<file path="src/rtl/pci_cfg_pkg.sv">
package pci_cfg_pkg;

  localparam int unsigned DWORD_BYTES = 4;

  // Exact byte addresses that accept writes
  localparam logic [7:0] OFS_CMD  = 8'h04;
  localparam logic [7:0] OFS_BAR  = 8'h10;
  localparam logic [7:0] OFS_INTR = 8'h3C;

  // Dword indices used by the read mux (address bits 7:2)
  localparam logic [5:0] DW_ID    = 6'h00;
  localparam logic [5:0] DW_CMD   = 6'h01;
  localparam logic [5:0] DW_CLASS = 6'h02;
  localparam logic [5:0] DW_MISC  = 6'h03;
  localparam logic [5:0] DW_BAR   = 6'h04;
  localparam logic [5:0] DW_SUBS  = 6'h0B;
  localparam logic [5:0] DW_INTR  = 6'h0F;

  localparam logic [7:0] INT_PIN_A = 8'h01;

  typedef struct packed {
    logic cmd;
    logic bar;
    logic intr;
  } wr_sel_t;

endpackage

</file>
<file path="src/rtl/pci_cfg_rst_sync.sv">
module pci_cfg_rst_sync #(
  parameter int unsigned STAGES = 2
) (
  input  logic clk,
  input  logic rst_n,
  output logic rst_sync_n
);

  logic [STAGES-1:0] chain_q;

  always_ff @(posedge clk or negedge rst_n) begin
    if (!rst_n) begin
      chain_q <= '0;
    end else begin
      chain_q <= {chain_q[STAGES-2:0], 1'b1};
    end
  end

  assign rst_sync_n = chain_q[STAGES-1];

endmodule

</file>
<file path="src/rtl/pci_cfg_wr_decode.sv">
module pci_cfg_wr_decode
  import pci_cfg_pkg::*;
(
  input  logic [7:0] cfg_addr,
  input  logic       cfg_wr,
  input  logic       irdy_n,
  input  logic       trdy_n,
  output wr_sel_t    sel
);

  logic commit;

  always_comb begin
    commit   = cfg_wr & ~irdy_n & ~trdy_n;
    sel.cmd  = commit & (cfg_addr == OFS_CMD);
    sel.bar  = commit & (cfg_addr == OFS_BAR);
    sel.intr = commit & (cfg_addr == OFS_INTR);
  end

endmodule

</file>
<file path="src/rtl/pci_cfg_byte_merge.sv">
module pci_cfg_byte_merge #(
  parameter int unsigned     LANES = 4,
  parameter logic [8*LANES-1:0] WMASK = '1
) (
  input  logic [8*LANES-1:0] old_val,
  input  logic [8*LANES-1:0] wdata,
  input  logic [LANES-1:0]   be_n,
  output logic [8*LANES-1:0] new_val
);

  localparam int unsigned W = 8 * LANES;

  logic [W-1:0] lane_mask;

  for (genvar i = 0; i < LANES; i++) begin : g_lane
    assign lane_mask[8*i +: 8] = {8{~be_n[i]}};
  end

  always_comb begin
    new_val = (old_val & ~(lane_mask & WMASK)) | (wdata & lane_mask & WMASK);
  end

endmodule

</file>
<file path="src/rtl/pci_cfg_regs.sv">
module pci_cfg_regs
  import pci_cfg_pkg::*;
#(
  parameter int unsigned BAR_SIZE_LOG2 = 12
) (
  input  logic        clk,
  input  logic        rst_n,
  input  wr_sel_t     sel,
  input  logic [31:0] wdata,
  input  logic [3:0]  be_n,
  output logic [15:0] cmd_q,
  output logic [31:0] bar_q,
  output logic [7:0]  intl_q
);

  localparam int unsigned BAR_W = 32 - BAR_SIZE_LOG2;
  localparam logic [31:0] BAR_WMASK = {{BAR_W{1'b1}}, {BAR_SIZE_LOG2{1'b0}}};

  logic [15:0]      cmd_r;
  logic [BAR_W-1:0] bar_hi_r;
  logic [7:0]       intl_r;

  logic [31:0] cmd_m, bar_m, intl_m;
  logic [15:0]      cmd_d;
  logic [BAR_W-1:0] bar_hi_d;
  logic [7:0]       intl_d;

  pci_cfg_byte_merge #(.LANES(4), .WMASK(32'h0000_FFFF)) u_merge_cmd (
    .old_val ({16'h0000, cmd_r}),
    .wdata   (wdata),
    .be_n    (be_n),
    .new_val (cmd_m)
  );

  pci_cfg_byte_merge #(.LANES(4), .WMASK(BAR_WMASK)) u_merge_bar (
    .old_val ({bar_hi_r, {BAR_SIZE_LOG2{1'b0}}}),
    .wdata   (wdata),
    .be_n    (be_n),
    .new_val (bar_m)
  );

  pci_cfg_byte_merge #(.LANES(4), .WMASK(32'h0000_00FF)) u_merge_intl (
    .old_val ({24'h000000, intl_r}),
    .wdata   (wdata),
    .be_n    (be_n),
    .new_val (intl_m)
  );

  // Next-state
  always_comb begin
    cmd_d    = cmd_m[15:0];
    bar_hi_d = bar_m[31:BAR_SIZE_LOG2];
    intl_d   = intl_m[7:0];
  end

  // Registers with explicit enables
  always_ff @(posedge clk or negedge rst_n) begin
    if (!rst_n) begin
      cmd_r    <= '0;
      bar_hi_r <= '0;
      intl_r   <= '0;
    end else begin
      if (sel.cmd)  cmd_r    <= cmd_d;
      if (sel.bar)  bar_hi_r <= bar_hi_d;
      if (sel.intr) intl_r   <= intl_d;
    end
  end

  assign cmd_q  = cmd_r;
  assign bar_q  = {bar_hi_r, {BAR_SIZE_LOG2{1'b0}}};
  assign intl_q = intl_r;

endmodule

</file>
<file path="src/rtl/pci_cfg_rd_mux.sv">
module pci_cfg_rd_mux
  import pci_cfg_pkg::*;
#(
  parameter logic [15:0] VENDOR_ID  = 16'h1AB7,
  parameter logic [15:0] DEVICE_ID  = 16'h7E21,
  parameter logic [23:0] CLASS_CODE = 24'hFF0000,
  parameter logic [7:0]  REV_ID     = 8'h03,
  parameter logic [7:0]  HDR_TYPE   = 8'h00,
  parameter logic [15:0] SUBSYS_VID = 16'h1AB7,
  parameter logic [15:0] SUBSYS_ID  = 16'h0042,
  parameter logic [7:0]  MIN_GNT    = 8'h04,
  parameter logic [7:0]  MAX_LAT    = 8'h10
) (
  input  logic [5:0]  dw_idx,
  input  logic        cfg_rd,
  input  logic [15:0] cmd_q,
  input  logic [31:0] bar_q,
  input  logic [7:0]  intl_q,
  output logic [31:0] rdata
);

  logic [31:0] sel_data;

  always_comb begin
    unique case (dw_idx)
      DW_ID:    sel_data = {DEVICE_ID, VENDOR_ID};
      DW_CMD:   sel_data = {16'h0000, cmd_q};
      DW_CLASS: sel_data = {CLASS_CODE, REV_ID};
      DW_MISC:  sel_data = {8'h00, HDR_TYPE, 8'h00, 8'h00};
      DW_BAR:   sel_data = bar_q;
      DW_SUBS:  sel_data = {SUBSYS_ID, SUBSYS_VID};
      DW_INTR:  sel_data = {MAX_LAT, MIN_GNT, INT_PIN_A, intl_q};
      default:  sel_data = 32'h0000_0000;
    endcase
    rdata = cfg_rd ? sel_data : 32'h0000_0000;
  end

endmodule

</file>
<file path="src/rtl/pci_cfg_header.sv">
module pci_cfg_header
  import pci_cfg_pkg::*;
#(
  parameter logic [15:0] VENDOR_ID     = 16'h1AB7,
  parameter logic [15:0] DEVICE_ID     = 16'h7E21,
  parameter logic [23:0] CLASS_CODE    = 24'hFF0000,
  parameter logic [7:0]  REV_ID        = 8'h03,
  parameter logic [7:0]  HDR_TYPE      = 8'h00,
  parameter logic [15:0] SUBSYS_VID    = 16'h1AB7,
  parameter logic [15:0] SUBSYS_ID     = 16'h0042,
  parameter logic [7:0]  MIN_GNT       = 8'h04,
  parameter logic [7:0]  MAX_LAT       = 8'h10,
  parameter int unsigned BAR_SIZE_LOG2 = 12
) (
  input  logic        clk,
  input  logic        rst_n,
  input  logic [7:0]  cfg_addr,
  input  logic [31:0] cfg_wdata,
  input  logic [3:0]  cfg_be_n,
  input  logic        cfg_wr,
  input  logic        cfg_rd,
  input  logic        irdy_n,
  input  logic        trdy_n,
  output logic [31:0] cfg_rdata,
  output logic [15:0] cmd_o,
  output logic [31:0] bar_o,
  output logic [7:0]  int_line_o
);

  logic    rst_sync_n;
  wr_sel_t sel;

  pci_cfg_rst_sync #(.STAGES(2)) u_rst (
    .clk        (clk),
    .rst_n      (rst_n),
    .rst_sync_n (rst_sync_n)
  );

  pci_cfg_wr_decode u_dec (
    .cfg_addr (cfg_addr),
    .cfg_wr   (cfg_wr),
    .irdy_n   (irdy_n),
    .trdy_n   (trdy_n),
    .sel      (sel)
  );

  pci_cfg_regs #(.BAR_SIZE_LOG2(BAR_SIZE_LOG2)) u_regs (
    .clk    (clk),
    .rst_n  (rst_sync_n),
    .sel    (sel),
    .wdata  (cfg_wdata),
    .be_n   (cfg_be_n),
    .cmd_q  (cmd_o),
    .bar_q  (bar_o),
    .intl_q (int_line_o)
  );

  pci_cfg_rd_mux #(
    .VENDOR_ID  (VENDOR_ID),
    .DEVICE_ID  (DEVICE_ID),
    .CLASS_CODE (CLASS_CODE),
    .REV_ID     (REV_ID),
    .HDR_TYPE   (HDR_TYPE),
    .SUBSYS_VID (SUBSYS_VID),
    .SUBSYS_ID  (SUBSYS_ID),
    .MIN_GNT    (MIN_GNT),
    .MAX_LAT    (MAX_LAT)
  ) u_rd (
    .dw_idx (cfg_addr[7:2]),
    .cfg_rd (cfg_rd),
    .cmd_q  (cmd_o),
    .bar_q  (bar_o),
    .intl_q (int_line_o),
    .rdata  (cfg_rdata)
  );

endmodule

</file>
<file path="config.mk">
export PLATFORM = sky130hd
export DESIGN_NAME = pci_cfg_header
export DESIGN_NICKNAME = d
export VERILOG_FILES = /design/src/rtl/pci_cfg_pkg.sv /design/src/rtl/pci_cfg_rst_sync.sv /design/src/rtl/pci_cfg_wr_decode.sv /design/src/rtl/pci_cfg_byte_merge.sv /design/src/rtl/pci_cfg_regs.sv /design/src/rtl/pci_cfg_rd_mux.sv /design/src/rtl/pci_cfg_header.sv
export SDC_FILE = /design/constraint.sdc
export NUM_CORES = 1
export LEC_CHECK = 0
export BUFFER_PORTS_ARGS = -buffer_cell sky130_fd_sc_hd__buf_2
export CAP_MARGIN = 15
export CORE_MARGIN = 4
export CORE_UTILIZATION = 40
export DETAILED_ROUTE_END_ITERATION = 16
export GPL_ROUTABILITY_DRIVEN = 0
export PLACE_DENSITY = 0.85
export SLEW_MARGIN = 20
export SYNTH_ARGS = -nofsm -noshare
export SYNTH_HDL_FRONTEND = slang
export SYNTH_SLANG_ARGS = --single-unit
</file>
<file path="constraint.sdc">
create_clock -name clk -period 2.5 [get_ports clk]
set_input_delay 0.625 -clock clk [delete_from_list [all_inputs] [get_ports clk]]
set_output_delay 0.625 -clock clk [all_outputs]
set_load 0.05 [all_outputs]
</file>
==> flow_summary.toml <==
[drt]
drt-initial-drc-count = 94
drc = 0
first_pass_iters = 4
routedWlPerCell_um = 19.6
ant_nets = 0
num_vias = 2485
drt_wl_total_um = 8900
viasPerCell = 5.49

[synth]
synth-xor-area-share_pct = 0
synthMuxAreaShare_pct = 19.4
synthFlopType = "dfrtp_1"
synth_compound_area_share_pct = 8.60
synth-async-reset-ratio_pct = 100
synth.cell_area_um2 = 2550
yosysMostFrequentCell = "dfrtp_1"
synth_seq_area_share_pct = 45.2
yosys-top-cells-area = "dfrtp_1 45%, mux2_2 19%, nand3_1 7.7%"
yosysTopAreaCell = "dfrtp_1"
yosysUniqueCellTypes = 36
ys_ff_latch = 46
synthAdderAreaFrac_pct = 0
postSynthCellCount = 227
synth_top_cell_area_share_pct = 45.2
synth_top_family_by_area = "simple AND/OR/NAND/NOR gates"
avgSynthCellArea_um2 = 11.2
synth-simple-area-share_pct = 19.6
synth-edff-count = 0
yosysWarnings = 0
synthTopCellsByCount = "46 x dfrtp_1, 44 x mux2_2, 39 x nand3_1"

[clock_tree]
cts.sinks = 46
cts-root-buf = "clkbuf_8"
clk_pin_slew_ns = 0.08
ctsHtreeMaxLevel = 2
cts_made_buffers = 5
cts_hold_buf = 0
clock_latency_ns = 0.30
cts_tree = "done"
clk_path_buf_depth = 2

[critical_path]
rrSetupSlack_ns = 1.46
r2r_cells = 0
cp_max_fo = 7
worst_ep_required_time_ns = 1.88
reg2reg_from = "u_rst.chain_q[1]"
crit_family = "buffers and inverters"
worstSetupPathType = "in2out"
startpoint_type = "input port"
end_kind = "output port"
crit_buf_inv = 5
crit_path_max_incr_delay_ns = 0.24
critical_path_arrival_ns = 1.89
path_cells = "buf_12, buf_8, a211oi_4, o311ai_4, buf_12, buf_16, a31oi_4, buf_6"
cp_common_cell = "buf_12"
slowest_stage = "a211oi_4"

[sta]
finClkSkew_ns = 0.0107
slew_headroom_pct = 34.3
worst_pin_slew_ns = 0.986
hold_viol_final = 0
slew_violations = 0
finalCritPeriodShare_pct = 101
min_period_ns = 2.51
max_freq_mhz = 398
fin_ws_ns = -0.0131
finalSetupViolCount = 4
rsz0062_at_grt = "true"

[placed_design]
port-buffer-count = 125
hpwl_um = 6410

[power]
irDropWorstVdd_uv = 275
p_leak_nw = 2.08
power-per-cell-area_nw_per_um2 = 370
total_power_w = 0.00160

[global_route]
first_global_vias = 2619
grt_max_degree = 45
track_usage_pct = 23.1
grt_pass1_wl_um = 13700
grt_overflow = 0
antenna_found_initial = 0

[floorplan]
core_area_um2 = 6060
ios = 138
initial_core_util_pct = 42.0
rows = 28
fp.dieArea_um2 = 7710
die_y_um = 87.8
chipWidth_um = 87.8

[layout]
diodes = 0
drive_gt1_share_pct = 71.4
fin_nets = 427
final_util_pct = 71.6
syn2layout_area_growth_pct = 70.4

[flow_run]
max_cap_violations = 0

[hold_path]
hold_path_class = "in2async"

[outcome]
violations = "setup timing"
status = "finished, violations left"
-- area by class of cell --
cell class                 instances  area [um2]
multi-input combinational        163        1730
fill                             424        1720
timing repair buffer             160        1250
sequential                        46        1150
tap                               75        93.8
clock buffer                       6        72.6
clock inverter                     2        37.5
inverter                           1        3.75
-- worst max path at each step --
| stage | from | endpoint | slack, ns | cells after the start |
|---|---|---|---|---|
| global route | cfg_addr[7] | cfg_rdata[26] | -0.06 | 7 |
| floorplan | cfg_addr[4] | cfg_rdata[0] | 0.005 | 5 |
| global placement | cfg_addr[3] | cfg_rdata[12] | -0.17 | 5 |
| detailed placement | cfg_addr[3] | cfg_rdata[7] | -0.24 | 5 |
| CTS | cfg_addr[3] | cfg_rdata[28] | -0.04 | 7 |
| finish | cfg_addr[3] | cfg_rdata[0] | -0.01 | 8 |
-- report_power, final --
group | internal [W] | total, W | leakage, nW | switching [W]
Sequential | 0.000751 | 0.000769 | 0.636 | 0.0000187
Clock | 0.000299 | 0.000559 | 0.0514 | 0.000261
Combinational | 0.000108 | 0.000275 | 1.39 | 0.000167
Total | 0.00116 | 0.00160 | 2.08 | 0.000447
-- timing repair --
item	in CTS	in global routing
hold endpoints to repair	0	0
setup endpoints to repair	29	29
resized for setup	53	42
setup buffers	5	2
gates cloned	2	0
pin swaps	4	3
-- logic make-up (layout without fill, tap and decap cells) --
kind of cell,after synthesis,in the layout
multiplexers,44,44
AND/OR/NAND/NOR,74,74
other,2,13
flip-flops,46,46
AO/OA/AOI/OAI,32,32
buffers and inverters,29,169
-- metal layers --
layer	global-route usage, %	part of all wire (%)	wire length (um)	vias to the layer above
li1	-	-	-	1119
met3	5.27	7.7	685	22
met1	27.3	38	3360	1230
met2	41.6	52	4590	114
met4	6.83	2.9	259	0
met5	0	0	0	-
-- through the flow --
stage               instance area (um2)  setup TNS, ns  setup slack (ns)  hold WS, ns  std cells
floorplan                          3060              0           0.00508        0.329        238
global placement                   3820          -3.92            -0.170        0.337        437
detailed placement                 3820          -5.36            -0.239        0.345        437
CTS                                4180         -0.232           -0.0407       0.0893        452
global route                       4340         -0.326           -0.0569       0.0838        453
finish                             4340        -0.0409           -0.0131        0.101        453
-- layout by cell type, fill, tap and decap left out, types with 2 or more instances in the layout --
cell,n
a21boi_4,11
a21oi_4,6
a31oi_4,8
and3_1,3
and4_1,2
buf_12,8
buf_2,90
buf_4,20
buf_6,35
buf_8,3
clkbuf_4,3
clkbuf_8,5
conb_1,13
dfrtp_1,45
mux2_2,44
nand2_1,2
nand3_1,30
nand3_2,9
nor3_4,2
nor4_4,4
o2111a_1,2
or3_1,3
or4b_2,3
Power figures use the tool's default switching activity.
